### src/rtl/burst_seq_pkg.sv
package burst_seq_pkg;

    localparam int BEAT_W = 2;

    typedef enum logic [BEAT_W-1:0] {
        ST_BEAT0 = 2'd0,
        ST_BEAT1 = 2'd1,
        ST_BEAT2 = 2'd2,
        ST_BEAT3 = 2'd3
    } beat_state_e;

    typedef enum logic {
        ORD_LINEAR = 1'b0,
        ORD_INTLV  = 1'b1
    } beat_order_e;

endpackage

### src/rtl/burst_beat_fsm.sv
module burst_beat_fsm
    import burst_seq_pkg::*;
(
    input  logic              clk,
    input  logic              rst,
    input  logic              load,
    input  logic              step,
    output logic [BEAT_W-1:0] beat_idx
);

    beat_state_e state_q;
    beat_state_e state_d;

    // State register
    always_ff @(posedge clk) begin
        if (rst) begin
            state_q <= ST_BEAT0;
        end else begin
            state_q <= state_d;
        end
    end

    // Transitions: LOAD beats STEP, otherwise HOLD
    always_comb begin
        state_d = state_q;
        if (load) begin
            state_d = ST_BEAT0;
        end else if (step) begin
            unique case (state_q)
                ST_BEAT0: state_d = ST_BEAT1;
                ST_BEAT1: state_d = ST_BEAT2;
                ST_BEAT2: state_d = ST_BEAT3;
                ST_BEAT3: state_d = ST_BEAT0;
                default:  state_d = ST_BEAT0;
            endcase
        end
    end

    // Output decode of the beat number
    always_comb begin
        unique case (state_q)
            ST_BEAT0: beat_idx = 2'd0;
            ST_BEAT1: beat_idx = 2'd1;
            ST_BEAT2: beat_idx = 2'd2;
            ST_BEAT3: beat_idx = 2'd3;
            default:  beat_idx = 2'd0;
        endcase
    end

endmodule

### src/rtl/burst_addr_capture.sv
module burst_addr_capture #(
    parameter int ADDR_W = 15
) (
    input  logic              clk,
    input  logic              rst,
    input  logic              load,
    input  logic [ADDR_W-1:0] addr_i,
    output logic [1:0]        offset_q,
    output logic [ADDR_W-3:0] upper_q
);

    localparam int UPPER_W = ADDR_W - 2;

    always_ff @(posedge clk) begin
        if (rst) begin
            offset_q <= 2'b00;
            upper_q  <= '0;
        end else if (load) begin
            offset_q <= addr_i[1:0];
            upper_q  <= addr_i[ADDR_W-1 -: UPPER_W];
        end
    end

endmodule

### src/rtl/burst_order_map.sv
module burst_order_map
    import burst_seq_pkg::*;
(
    input  logic              order_sel,
    input  logic [1:0]        offset,
    input  logic [BEAT_W-1:0] beat_idx,
    output logic [1:0]        low_bits
);

    logic [1:0] intlv_bits;
    logic [1:0] lin_bits;

    assign intlv_bits = offset ^ beat_idx;
    assign lin_bits   = offset + beat_idx;

    always_comb begin
        unique case (beat_order_e'(order_sel))
            ORD_INTLV:  low_bits = intlv_bits;
            ORD_LINEAR: low_bits = lin_bits;
            default:    low_bits = intlv_bits;
        endcase
    end

endmodule

### src/rtl/burst_addr_seq.sv
module burst_addr_seq
    import burst_seq_pkg::*;
#(
    parameter int ADDR_W = 15
) (
    input  logic              clk,
    input  logic              rst,
    input  logic              strb_host_n,
    input  logic              strb_ctl_n,
    input  logic              adv_n,
    input  logic              mode_intlv,
    input  logic [ADDR_W-1:0] addr_i,
    output logic [ADDR_W-1:0] word_addr_o
);

    localparam int UPPER_W = ADDR_W - 2;

    logic              load;
    logic              step;
    logic [1:0]        offset_q;
    logic [UPPER_W-1:0] upper_q;
    logic [BEAT_W-1:0] beat_idx;
    logic [1:0]        low_bits;

    assign load = !strb_host_n || !strb_ctl_n;
    assign step = !adv_n && !load;

    burst_addr_capture #(.ADDR_W(ADDR_W)) cap_i (
        .clk      (clk),
        .rst      (rst),
        .load     (load),
        .addr_i   (addr_i),
        .offset_q (offset_q),
        .upper_q  (upper_q)
    );

    burst_beat_fsm fsm_i (
        .clk      (clk),
        .rst      (rst),
        .load     (load),
        .step     (step),
        .beat_idx (beat_idx)
    );

    burst_order_map map_i (
        .order_sel (mode_intlv),
        .offset    (offset_q),
        .beat_idx  (beat_idx),
        .low_bits  (low_bits)
    );

    assign word_addr_o = {upper_q, low_bits};

endmodule

### config.mk
export PLATFORM = sky130hd
export DESIGN_NAME = burst_addr_seq
export DESIGN_NICKNAME = d
export VERILOG_FILES = /design/src/rtl/burst_seq_pkg.sv /design/src/rtl/burst_beat_fsm.sv /design/src/rtl/burst_addr_capture.sv /design/src/rtl/burst_order_map.sv /design/src/rtl/burst_addr_seq.sv
export SDC_FILE = /design/constraint.sdc
export NUM_CORES = 1
export LEC_CHECK = 0
export BUFFER_PORTS_ARGS = -buffer_cell sky130_fd_sc_hd__buf_4
export CORE_ASPECT_RATIO = 0.8
export CORE_MARGIN = 2
export CORE_UTILIZATION = 30
export CTS_BUF_LIST = sky130_fd_sc_hd__clkbuf_16
export DETAILED_ROUTE_END_ITERATION = 12
export GPL_ROUTABILITY_DRIVEN = 1
export GPL_TIMING_DRIVEN = 0
export PLACE_DENSITY = 0.56
export SLEW_MARGIN = 25
export SYNTH_ARGS = -nofsm -noshare
export SYNTH_HDL_FRONTEND = slang
export SYNTH_SLANG_ARGS = --single-unit
### constraint.sdc
create_clock -name clk -period 1.3 [get_ports clk]
set_input_delay 0.065 -clock clk [delete_from_list [all_inputs] [get_ports clk]]
set_output_delay 0.065 -clock clk [all_outputs]
set_load 0.05 [all_outputs]
* Word level (Yosys, flattened, before mapping) *
Cells that the tools add are included.
Widths: inputs -> output; s select.

word-level totals
  register bits after elaboration = 17
  input port bits = 21
  output and inout port bits = 15
  logic and storage cells = 20

cells by class
  bitwise logic cells = 2
  reductions and logical operators = 8
  muxes and demuxes = 3
  add/subtract/negate cells = 1
  eq/ne operators = 3

operators by type and width
  kind                number
  $pmux 2 s4          2
  $eq 2x2->1 const B  2
  $logic_not 1->1     4
  $pmux 2 s2          1
  $add 2x2->2         1
  $eq 2x1->1 const B  1
  $logic_not 2->1     1
  $reduce_or 2->1     1
  $xor 2x2->2         1
  $logic_and 1x1->1   1
  $logic_or 1x1->1    1
  $not 1->1           1

* Depth between registers and ports, before layout *
Gate-level depths: netlist of run 1.

  depth after elaboration = 4
  depth in mapped cells = 4
  gate-level depth less buffers = 4

* Cells and area by module *
A second synthesis of run 1 with hierarchy kept.

second synthesis, totals
  cells, all modules = 70
  area, all modules = 745.7 sq um

modules (own cells, without submodules)
  module              cells an instance  times used  area an instance (sq um)  sequential area each (sq um)
  burst_addr_capture  48                 1           541.8                     300.3
  burst_beat_fsm      16                 1           155.1                     40.0
  burst_order_map     4                  1           36.3                      0.0
  burst_addr_seq      2                  1           12.5                      0.0

* Least setup slack after synthesis of run 1 *
OpenSTA, ideal clock, no wires.

  kind = register to output
  start = register fsm_i.state_q[0]
  end = output word_addr_o[1]
  path buffers = 0
  arrival time = 1386 ps
  stages on the path, launching flop included = 5
  slack = -151 ps
  required time = 1235 ps
  cell sequence = dfxtp_1 inv_1 ha_1 o21bai_2 xnor3_1

between the ends
  word-level cells in the longest chain between the ends = 4
  elaborated cells between the ends (all ways) = 8
  those cells by class = 1 x add/sub; 3 x eq/ne; 2 x mux; 1 x bitwise; 1 x reduce/logical

ends and longest elaborated chain
  what                                        RTL line                                      RTL
  from (decl)                                 burst_beat_fsm.sv:11                          beat_state_e state_q;
  from (signal assigned)                      burst_beat_fsm.sv:19                          state_q <= state_d;
  $eq 2x2->1 (tied with other cells)          burst_beat_fsm.sv:41                          unique case (state_q)
  $pmux 2 s4 *                                burst_beat_fsm.sv:41
  $add 2x2->2 or $xor 2x2->2 (tied branches)  burst_order_map.sv:14, burst_order_map.sv:13
  $pmux 2 s2 *                                burst_order_map.sv:17                         unique case (beat_order_e'(order_sel))
  to (decl)                                   burst_addr_seq.sv:13                          output logic [ADDR_W-1:0] word_addr_o

Mark *: on every way between the ends. The rest lies on a longest branch, timed or not.

* Final worst setup path of run 1 *
  start = register cap_i.offset_q[0]
  end = output word_addr_o[1]

between the ends
  word-level cells in the longest chain between the ends = 2

ends and longest elaborated chain
  what                    RTL line                  RTL
  from (decl)             burst_addr_capture.sv:8   output logic [1:0] offset_q,
  from (signal assigned)  burst_addr_capture.sv:19  offset_q <= addr_i[1:0];
  $add 2x2->2             burst_order_map.sv:14     assign lin_bits = offset + beat_idx;
  $pmux 2 s2              burst_order_map.sv:17

Every way passes these cells.

==> metrics, run 1 <==
syn nets=109; Pre-Repair DR Iteration Count=2; #FFs+latches synth=17; post-layout util=46.7%; post-synth cell types=17; vias=745; Total Wirelength=2.10 mm; Max FO, Critical Path=2; Max Slew Vio Count=0; H-Tree Level Count=1; IO buf count=34; Core ar.=0.00277 sq mm; synthesis-to-layout area growth=48.3%; hold slack=0.0276 ns; CP Launch Type=flip-flop; detailed placement HPWL=1.55 mm; Initial Utilization=31.4%; n_diodes=0; synthesized area=870 sq um; final-layout fill cell count=271; hold crit path type=input pin to flip-flop; Synth Area in XOR/XNOR=2.59%; layout cell share with drive strength beyond 1=53.3%; crit path kind=flip-flop to primary output; clk slew on worst S/H paths=0.05 ns; Tot Pwr=1.52 mW; Adder-Cell Fraction of Synth Area=5.76%; mux contribution to synthesized area=1.15%; CTS tree=built; Synth Area in Simple Gates=10.9%; Sink Count=17; worst slew pin tran=0.298 ns; CP max stage cell=xnor3_2; Global Route Usage Sum=13.7%; FP Rows=17; headroom to the max-slew limit=80.2%; pin count of the biggest net entering global routing=11; die area=0.00335 sq mm; max cap viols=0; Cells after Synth=84; per-cell routed wire length=13.1 microns; Critical Path AT=1.40 ns; DR vias/cell=4.66; Max Freq=682 MHz; placed insts=156; clock skew=0.000534 ns; failing checks=setup timing; worst setup margin=-0.165 ns; Seq/Total Area, Yosys=39.1%; Final nets=148; Top Ports=36; CP cell instances=ha_1 -> nor2b_1 -> xnor3_2 -> buf_8; CTS Buf Count=3; PwrDens=1170 mW/mm^2; Post-CTS Setup Bufs=0; final setup fails=1; Avg Cell Area, Syn=10.4 sq um; VDD IR max=0.600 mV; Tmin final=1.47 ns; final worst-path cycle share=113%; remaining global-route overflow=0; Fin Setup TNS=-0.165 ns; Clock Root Buffer=clkbuf_16; first-pass GRT wire length=3.48 mm; Compound-Gate Fraction of Synth Area=33.2%; DIE WIDTH=64.2 microns; Routed Antenna Nets=0; outcome=finished with violations; hold_buf cts=0; P_leak=0.595 nW; Required @ worst endpoint=1.24 ns; Iter 0 DRT Violations=13; vias in the first global route=762; crit-path max cell delay=0.37 ns; GPL Wtd Cong=0.680; RSZ-0062 raised after global routing=true; drt drc=0; final cell count without fillers=160; CTS max path bufs=2; final hold vios=0; largest family of logic cells by synthesized area=compound AO/OA/AOI/OAI gates; Worst setup EP type=primary output; initial antenna violation count=0; Die Y=52.2 microns; warnings from Yosys=0; Skew-Pair Late Insertion Delay=0.24 ns
-- report_power, final --
group	total [mW]	switching [mW]	internal [mW]	leakage, nW
sequential	0.566	0.0161	0.550	0.142
combinational	0.336	0.196	0.141	0.412
clock	0.613	0.202	0.411	0.0409
-- kinds of logic (layout without fill, tap and decap cells) --
group | after synthesis | in the layout
and+or+nand+nor | 19 | 19
DFF | 17 | 17
muxes | 1 | 1
adders and majority gates | 4 | 4
AOI/OAI and AO/OA | 32 | 32
xor gates and xnor gates | 1 | 1
buffers and inverters | 10 | 48
-- sequential cells by signal, indices dropped and copies added, names as in the netlist --
register        cells
cap_i.upper_q      13
cap_i.offset_q      2
fsm_i.state_q       2
-- cell type report --
cell class	instances	area, sq um	share of cell area (%)
buffer	8	55.1	4.27
multi-input combinational	57	490	38.0
timing repair buffer	34	263	20.4
clock buffer	3	75.1	5.82
sequential	17	347	26.9
tap	38	47.5	3.69
clock inverter	1	5.00	0.388
inverter	2	7.51	0.582
-- through the flow --
step / cell area (sq um) / setup slack [ns]
4_1_cts: 1290 / -0.180
5_1_grt: 1290 / -0.206
2_1_floorplan: 871 / 0.0633
3_3_place_gp: 1170 / -0.0175
3_5_place_dp: 1170 / -0.0471
6_report: 1290 / -0.165
-- layer usage --
layer	wire length [microns]	track usage [%]
met4	11	3.19
met5	0	0
met2	1010	22.9
met1	933	16.6
met3	147	5.63
-- repair_timing --
item,4_1_cts,5_1_grt
endpoints found under the setup margin,1,1
resized for setup,10,1
pin swaps,0,0
-- path summary, 6_finish.rpt --
| path | startpoint | to | slack (ns) | cells after the start |
|---|---|---|---|---|
| hold reg to reg | cap_i.upper_q[1] | cap_i.upper_q[1] | 0.47 | 2 |
| hold / removal | adv_n | fsm_i.state_q[0] | 0.03 | 2 |
| setup reg to reg | fsm_i.state_q[0] | fsm_i.state_q[1] | 0.30 | 4 |
| setup / recovery | cap_i.offset_q[0] | word_addr_o[1] | -0.17 | 4 |
-- worst max-delay path, delay by kind of cell, from the launching register on --
family,cells,cell delay (ns)
flops,1,0.32
fa+ha+maj,1,0.17
buf+inv,1,0.16
xor+xnor,1,0.37
simple gates,1,0.13
-- synthesized netlist by cell type --
master | n | share of area, %
dfxtp_1 | 17 | 39
a21bo_1 | 15 | 17
nand3_1 | 15 | 8.6
a21oi_2 | 10 | 10
a21oi_1 | 5 | 2.9
buf_2 | 5 | 2.9
ha_1 | 4 | 5.8
buf_6 | 2 | 2.6
inv_1 | 2 | 0.86
nor3_1 | 2 | 1.2
a2111oi_2 | 1 | 1.7
buf_4 | 1 | 0.86
mux2i_1 | 1 | 1.2
nand2_1 | 1 | 0.43
nor2b_1 | 1 | 0.72
o21bai_2 | 1 | 1.3
xnor3_1 | 1 | 2.6
-- cell usage in the layout, fill, tap and decap left out, drive strengths merged --
master and instances:
a21bo 15, inv 2, nor3 2, o21bai 1, dfxtp 17, a21oi 15, clkbuf 3, ha 4
mux2i 1, xnor3 1, buf 42, nand3 15, nor2b 1, clkinv 1, nand2 1, a2111oi 1
(Power assumes the default switching activity.)
==> run 2: changes to the inputs <==
--- a/config.mk
+++ b/config.mk
@@ -13,8 +13,9 @@
 export DETAILED_ROUTE_END_ITERATION = 12
 export GPL_ROUTABILITY_DRIVEN = 1
 export GPL_TIMING_DRIVEN = 0
-export PLACE_DENSITY = 0.56
+export PLACE_DENSITY = 0.58
 export SLEW_MARGIN = 25
 export SYNTH_ARGS = -nofsm -noshare
 export SYNTH_HDL_FRONTEND = slang
+export SYNTH_HIERARCHICAL = 1
 export SYNTH_SLANG_ARGS = --single-unit
==> constraint.sdc (replaced) <==
create_clock -name clk -period 1.35 [get_ports clk]
set_input_delay 0.0675 -clock clk [delete_from_list [all_inputs] [get_ports clk]]
set_output_delay 0.0675 -clock clk [all_outputs]
set_load 0.05 [all_outputs]
==> metrics, run 2 <==
Skew-Pair Late Insertion Delay=0.24 ns (about the same); failing checks=setup timing; Routed Antenna Nets=0 (unchanged); Biggest register=cap_i/upper_q; outcome=finished with violations; top_reg_cell synth=dfxtp_1; Pre-Repair DR Iteration Count=2 (unchanged); final hold vios=0 (unchanged); Die Y=48.6 microns (-6.8%); PwrDens=1140 mW/mm^2 (-2.6%); detailed placement HPWL=1.09 mm (-30%); pin count of the biggest net entering global routing=11 (unchanged); top post-synthesis cells by area=dfxtp_1 (46%), mux2i_1 (21%), nor2_1 (9.1%), ha_1 (8.4%), buf_12 (2.7%); Tot Pwr=1.42 mW (-6.5%); #FFs+latches synth=17 (unchanged); CTS Buf Count=3 (unchanged); Global Route Usage Sum=10.5% (-3.2 points); Max Freq=593 MHz; max cap viols=0 (unchanged); largest registers=cap_i/upper_q: 13 flops, cap_i/offset_q: 2 flops, fsm_i/state_q: 2 flops; synth cell count leaders=nor2_1 (18), dfxtp_1 (17), mux2i_1 (16); hold slack=0.0506 ns (+0.0230 ns); per-cell routed wire length=10.8 microns (-18%); Worst Hold Path Cells=2 (unchanged); FFs w/ async S/R, synth=0% (unchanged); Total Wirelength=1.47 mm (-30%); r2r startpoint=fsm_i/state_q[0]; CTS tree=built; cell taking the most area after synthesis=dfxtp_1; Core ar.=0.00240 sq mm (-13%); Synth top area share=45.6% (+6.5 points); crit path kind=flip-flop to primary output; Initial Utilization=31.0% (-0.41 points); H-Tree Level Count=1 (unchanged); final cell count without fillers=137 (-14%); vias in the first global route=558 (-27%); clock skew=0.000174 ns (-0.000360 ns); RR Endpoint=fsm_i/state_q[1]; placed insts=132 (-15%); die area=0.00290 sq mm (-13%); initial antenna violation count=0 (unchanged); reg2reg setup slack=0.40 ns (+0.10 ns); hold_buf cts=0 (unchanged); Avg Cell Area, Syn=10.7 sq um (+2.9%); most common cell after layout, fill and taps aside=buf_4; remaining global-route overflow=0 (unchanged); RSZ-0062 raised after global routing=true; headroom to the max-slew limit=70.2% (-10 points); DIE WIDTH=59.7 microns (-6.9%); Top Ports=36 (unchanged); number of flip-flops in the largest register=13 (unchanged); most common cell in the synthesized netlist=nor2_1; warnings from Yosys=6 (+6); Min-Delay Endpoint=fsm_i/state_q[0]; Iter 0 DRT Violations=9 (-4); post-synth cell types=16 (-1); final setup fails=2 (+1); synthesized area=746 sq um (-14%); first-pass GRT wire length=2.36 mm (-32%); layout cell share with drive strength beyond 1=52.7% (-0.55 points); worst setup margin=-0.336 ns (-0.170 ns); VDD IR max=0.630 mV (+5.0%); Sink Count=17 (unchanged); GPL Wtd Cong=0.715 (+5.2%); syn nets=96 (-12%); n_diodes=0 (unchanged); Hold Path Origin=rst; hold crit path type=input pin to flip-flop; Cells after Synth=70 (-17%); r2r worst-path depth=4 (unchanged); clk slew on worst S/H paths=0.05 ns (about the same); drt drc=0 (unchanged); final worst-path cycle share=125%; Tmin final=1.69 ns; vias=603 (-19%); IO buf count=35 (+2.9%); final-layout fill cell count=237 (-13%); FP Rows=16 (-1); synthesis-to-layout area growth=65.9%; Critical Path AT=1.62 ns (+0.22 ns); P_leak=0.613 nW (+3.0%); Worst setup EP type=primary output; Seq/Total Area, Yosys=45.6% (+6.5 points); CTS max path bufs=2 (unchanged); Clock Root Buffer=clkbuf_16; Required @ worst endpoint=1.28 ns (+0.04 ns); DR vias/cell=4.40 (-5.5%); Max Slew Vio Count=0 (unchanged); CP Launch Type=flip-flop; EDFF count, synth=0 (unchanged); Final nets=137 (-7.4%); commonest cells after routing, fill and taps aside=buf_4 (34), mux2i_1 (16), nor2_1 (16); Max FO, Critical Path=4 (+2); worst slew pin tran=0.447 ns (+0.150 ns)
run 2: per-stage QoR:
stage	setup slack (ns)	utilization, %	TNS (ns)	instance area [sq um]
2_1_floorplan	-0.0184	-	-0.0184	803
3_3_place_gp	-0.122	45.8	-0.122	1100
3_5_place_dp	-0.130	45.8	-0.130	1100
4_1_cts	-0.326	50.2	-0.499	1200
5_1_grt	-0.407	51.5	-0.680	1240
6_report	-0.336	51.5	-0.547	1240
run 2: worst max path at each step:
stage / startpoint / cells past startpoint / slack, ns / to
floorplan: fsm_i/state_q[1] / 7 / -0.02 / word_addr_o[1]
global placement: fsm_i/state_q[0] / 7 / -0.12 / word_addr_o[1]
detailed placement: fsm_i/state_q[0] / 7 / -0.13 / word_addr_o[1]
CTS: fsm_i/state_q[0] / 6 / -0.33 / word_addr_o[1]
global route: fsm_i/state_q[0] / 8 / -0.41 / word_addr_o[1]
finish: fsm_i/state_q[0] / 6 / -0.34 / word_addr_o[1]
run 2: area by class of cell:
| cell class | instances | area, sq um | area share, % |
|---|---|---|---|
| multi-input combinational | 48 | 455 | 36.8 |
| clock inverter | 1 | 5.00 | 0.404 |
| tap | 27 | 33.8 | 2.73 |
| timing repair buffer | 36 | 278 | 22.4 |
| inverter | 2 | 7.51 | 0.607 |
| sequential | 17 | 348 | 28.1 |
| clock buffer | 3 | 75.1 | 6.07 |
| buffer | 3 | 35.0 | 2.83 |
run 2: timing repair:
action                                  in CTS  in global routing
hold endpoints to repair                     0                  0
gates resized for setup                      6                  4
pin swaps                                    1                  3
buffers inserted                             0                  1
endpoints found under the setup margin       2                  2
cloned                                       0                  0
run 2: worst max-delay path, cell delays in order (launching register included):
cell	delay, ns
dfxtp_4	0.36
inv_2	0.06
ha_4	0.16
or2_4	0.27
xnor2_4	0.22
xnor2_4	0.14
buf_6	0.17
run 2: cell families after synthesis:
logic type | count (synthesis) | synth area share [%]
adders and majority gates | 5 | 8.39
muxes | 16 | 21.5
and+or+nand+nor | 25 | 16.4
buffers and inverters | 5 | 5.70
DFF | 17 | 45.6
xor gates and xnor gates | 2 | 2.35
run 2: power by group:
group,switching [mW],internal (mW)
registers,0.0163,0.528
logic,0.162,0.123
clock network,0.190,0.396
run 2: per-layer routing:
| layer | GRT usage, % | vias to the layer above | part of all wire (%) |
|---|---|---|---|
| met4 | 2.22 | 0 | 0 |
| met3 | 3.21 | 0 | 4.3 |
| met2 | 18.7 | 14 | 54 |
| li1 | - | 310 | - |
| met1 | 12.1 | 279 | 41 |
| met5 | 0 | - | 0 |
==> run 3: changes to the inputs <==
--- a/config.mk
+++ b/config.mk
@@ -5,15 +5,16 @@
 export SDC_FILE = /design/constraint.sdc
 export NUM_CORES = 1
 export LEC_CHECK = 0
+export ABC_AREA = 1
 export BUFFER_PORTS_ARGS = -buffer_cell sky130_fd_sc_hd__buf_4
 export CORE_ASPECT_RATIO = 0.8
-export CORE_MARGIN = 2
+export CORE_MARGIN = 1
 export CORE_UTILIZATION = 30
 export CTS_BUF_LIST = sky130_fd_sc_hd__clkbuf_16
 export DETAILED_ROUTE_END_ITERATION = 12
 export GPL_ROUTABILITY_DRIVEN = 1
 export GPL_TIMING_DRIVEN = 0
-export PLACE_DENSITY = 0.58
+export PLACE_DENSITY = 0.56
 export SLEW_MARGIN = 25
 export SYNTH_ARGS = -nofsm -noshare
 export SYNTH_HDL_FRONTEND = slang
==> metrics, run 3 <==
outcome=finished with violations; failing checks=setup timing; final setup fails=2 (unchanged); Iter 0 DRT Violations=13 (+4); Max Freq=607 MHz (+2.3%); H-Tree Level Count=1 (unchanged); syn nets=162 (+69%); IO buf count=35 (unchanged); Core ar.=0.00277 sq mm (+15%); P_leak=0.728 nW (+19%); Max FO, Critical Path=3 (-1); post-layout util=49.1% (-2.4 points); Biggest register=cap_i/upper_q; placed insts=209 (+58%); CTS Buf Count=3 (unchanged); initial antenna violation count=0 (unchanged); Avg Cell Area, Syn=6.45 sq um (-39%); detailed placement HPWL=1.39 mm (+28%); Place WS=-0.130 ns (+0.000321 ns); vias in the first global route=798 (+43%); n_diodes=0 (unchanged); Fin Setup TNS=-0.385 ns (+0.162 ns); CTS tree=built; Worst Hold Path Cells=4 (+2); final-layout fill cell count=300 (+27%); VDD IR max=0.553 mV (-12%); final worst-path cycle share=122% (-2.8 points); top post-synthesis cells by area=dfxtp_1 (39%), nand2_1 (18%), nor2_1 (15%), inv_1 (10%), ha_1 (7.1%); Max Slew Vio Count=0 (unchanged); post-synth cell types=12 (-4); Worst setup EP type=primary output; first-pass GRT wire length=3.26 mm (+38%); Required @ worst endpoint=1.28 ns (about the same); Clock Root Buffer=clkbuf_16; Skew-Pair Late Insertion Delay=0.25 ns (about the same); clock skew=0.000267 ns (+0.0000928 ns); FFs w/ async S/R, synth=0% (unchanged); most common cell after layout, fill and taps aside=nand2_1; per-cell routed wire length=8.52 microns (-21%); FP Rows=17 (+1); Synth top area share=38.8% (-6.8 points); #FFs+latches synth=17 (unchanged); EDFF count, synth=0 (unchanged); pin count of the biggest net entering global routing=11 (unchanged); Initial Utilization=31.7% (+0.68 points); Tmin final=1.65 ns (-0.0384 ns); most common cell in the synthesized netlist=nand2_1; warnings from Yosys=6 (unchanged); Post-CTS Setup Bufs=0 (unchanged); reg2reg setup slack=0.43 ns (+0.03 ns); headroom to the max-slew limit=89.6% (+19 points); Final nets=202 (+47%); Total Wirelength=1.82 mm (+23%); DIE WIDTH=62.5 microns (+4.5%); Tot Pwr=1.47 mW (+3.8%); RR Endpoint=fsm_i/state_q[1]; PwrDens=1080 mW/mm^2 (-5.4%); synthesis-to-layout area growth=54.8%; RSZ-0062 raised after global routing=true; CTS max path bufs=2 (unchanged); Hold Path Origin=rst; Sink Count=17 (unchanged); largest registers=cap_i/upper_q: 13 flops, cap_i/offset_q: 2 flops, fsm_i/state_q: 2 flops; Top Ports=36 (unchanged); r2r startpoint=fsm_i/state_q[1]; Seq/Total Area, Yosys=38.8% (-6.8 points); synthesized area=877 sq um (+18%); vias=831 (+38%); hold crit path type=input pin to flip-flop; Critical Path AT=1.58 ns (-0.04 ns); Min-Delay Endpoint=fsm_i/state_q[1]; Global Route Usage Sum=12.9% (+2.4 points); Pre-Repair DR Iteration Count=4 (+2); layout cell share with drive strength beyond 1=35.4% (-17 points); commonest cells after routing, fill and taps aside=nand2_1 (40), buf_4 (34), nor2_1 (32); Die Y=50.4 microns (+3.6%); final cell count without fillers=213 (+55%); synth cell count leaders=nand2_1 (41), nor2_1 (34), inv_1 (24); Routed Antenna Nets=0 (unchanged); DR vias/cell=3.90 (-11%); clk slew on worst S/H paths=0.05 ns (about the same); GPL Wtd Cong=0.668 (-6.6%); worst setup margin=-0.297 ns (+0.0384 ns); top_reg_cell synth=dfxtp_1; cell taking the most area after synthesis=dfxtp_1; crit path kind=flip-flop to primary output; hold_buf cts=0 (unchanged); max cap viols=0 (unchanged); CP Launch Type=flip-flop; number of flip-flops in the largest register=13 (unchanged); worst slew pin tran=0.155 ns (-0.292 ns); remaining global-route overflow=0 (unchanged); drt drc=0 (unchanged); r2r worst-path depth=6 (+2); final hold vios=0 (unchanged); Cells after Synth=136 (+94%); die area=0.00314 sq mm (+8.3%)
==> run 3: cell count changes in the layout (fill, tap and decap cells not counted), sizes merged, moves of 2 or more <==
cell   change
inv       +24
mux2i     -16
nand2     +41
nand3      +2
nor2      +21
xnor2      -2
==> run 3: per-stage QoR <==
| step | hold WS [ns] | cell area [sq um] |
|---|---|---|
| after CTS | 0.0713 | 1360 |
| after floorplan | 0.204 | 888 |
| after global placement | 0.326 | 1200 |
| final | 0.0705 | 1360 |
| after global routing | 0.0897 | 1360 |
| after detailed placement | 0.333 | 1200 |
==> run 3: kinds of logic after synthesis <==
logic type	after synthesis	share of synthesized area, %
DFF	17	38.8
buffers and inverters	30	15.8
adders and majority gates	5	7.13
and+or+nand+nor	84	38.2
==> run 3: how the worst max path moves through the flow <==
stage                           startpoint              to  slack [ns]  cells past startpoint
after floorplan           fsm_i/state_q[0]  word_addr_o[1]       -0.03                      9
after global placement    fsm_i/state_q[0]  word_addr_o[1]       -0.09                     10
after detailed placement  fsm_i/state_q[1]  word_addr_o[1]       -0.13                     11
after CTS                 fsm_i/state_q[0]  word_addr_o[1]       -0.31                     10
after global routing      fsm_i/state_q[1]  word_addr_o[1]       -0.40                     10
final                     fsm_i/state_q[0]  word_addr_o[1]       -0.30                     10
==> run 3: repair_timing <==
action | 4_1_cts | 5_1_grt
resized for setup | 19 | 0
setup endpoints to repair | 2 | 2
pin swaps | 8 | 0
==> run 3: area by class of cell <==
class	instances	area (sq um)	share of cell area, %
buffer	4	41.3	3.04
clock buffer	3	75.1	5.53
clock inverter	1	3.75	0.276
inverter	26	106	7.83
multi-input combinational	89	458	33.7
sequential	17	348	25.6
tap	38	47.5	3.50
timing repair buffer	35	278	20.5
==> run 3: worst max-delay path: stages, from the launching register on <==
cell	delay, ns
dfxtp_4	0.37
ha_2	0.20
nor2_4	0.04
nor2_4	0.08
ha_4	0.13
inv_1	0.04
nor2_1	0.07
nand3_1	0.08
nand2_2	0.08
clkinvlp_4	0.08
buf_8	0.15
==> run 3: where the power goes <==
part	switching (mW)	internal, mW	total (mW)
sequential	0.0207	0.533	0.554
combinational	0.207	0.133	0.339
clock	0.185	0.393	0.578
total	0.412	1.06	1.47
==> run 3: layer usage <==
metal / up-vias / share of wire (%) / global-route usage [%]
met5: - / 0 / 0
met3: 0 / 4.5 / 3.86
met1: 352 / 48 / 15.1
met2: 19 / 48 / 23.2
met4: 0 / 0 / 2.71
li1: 460 / - / -
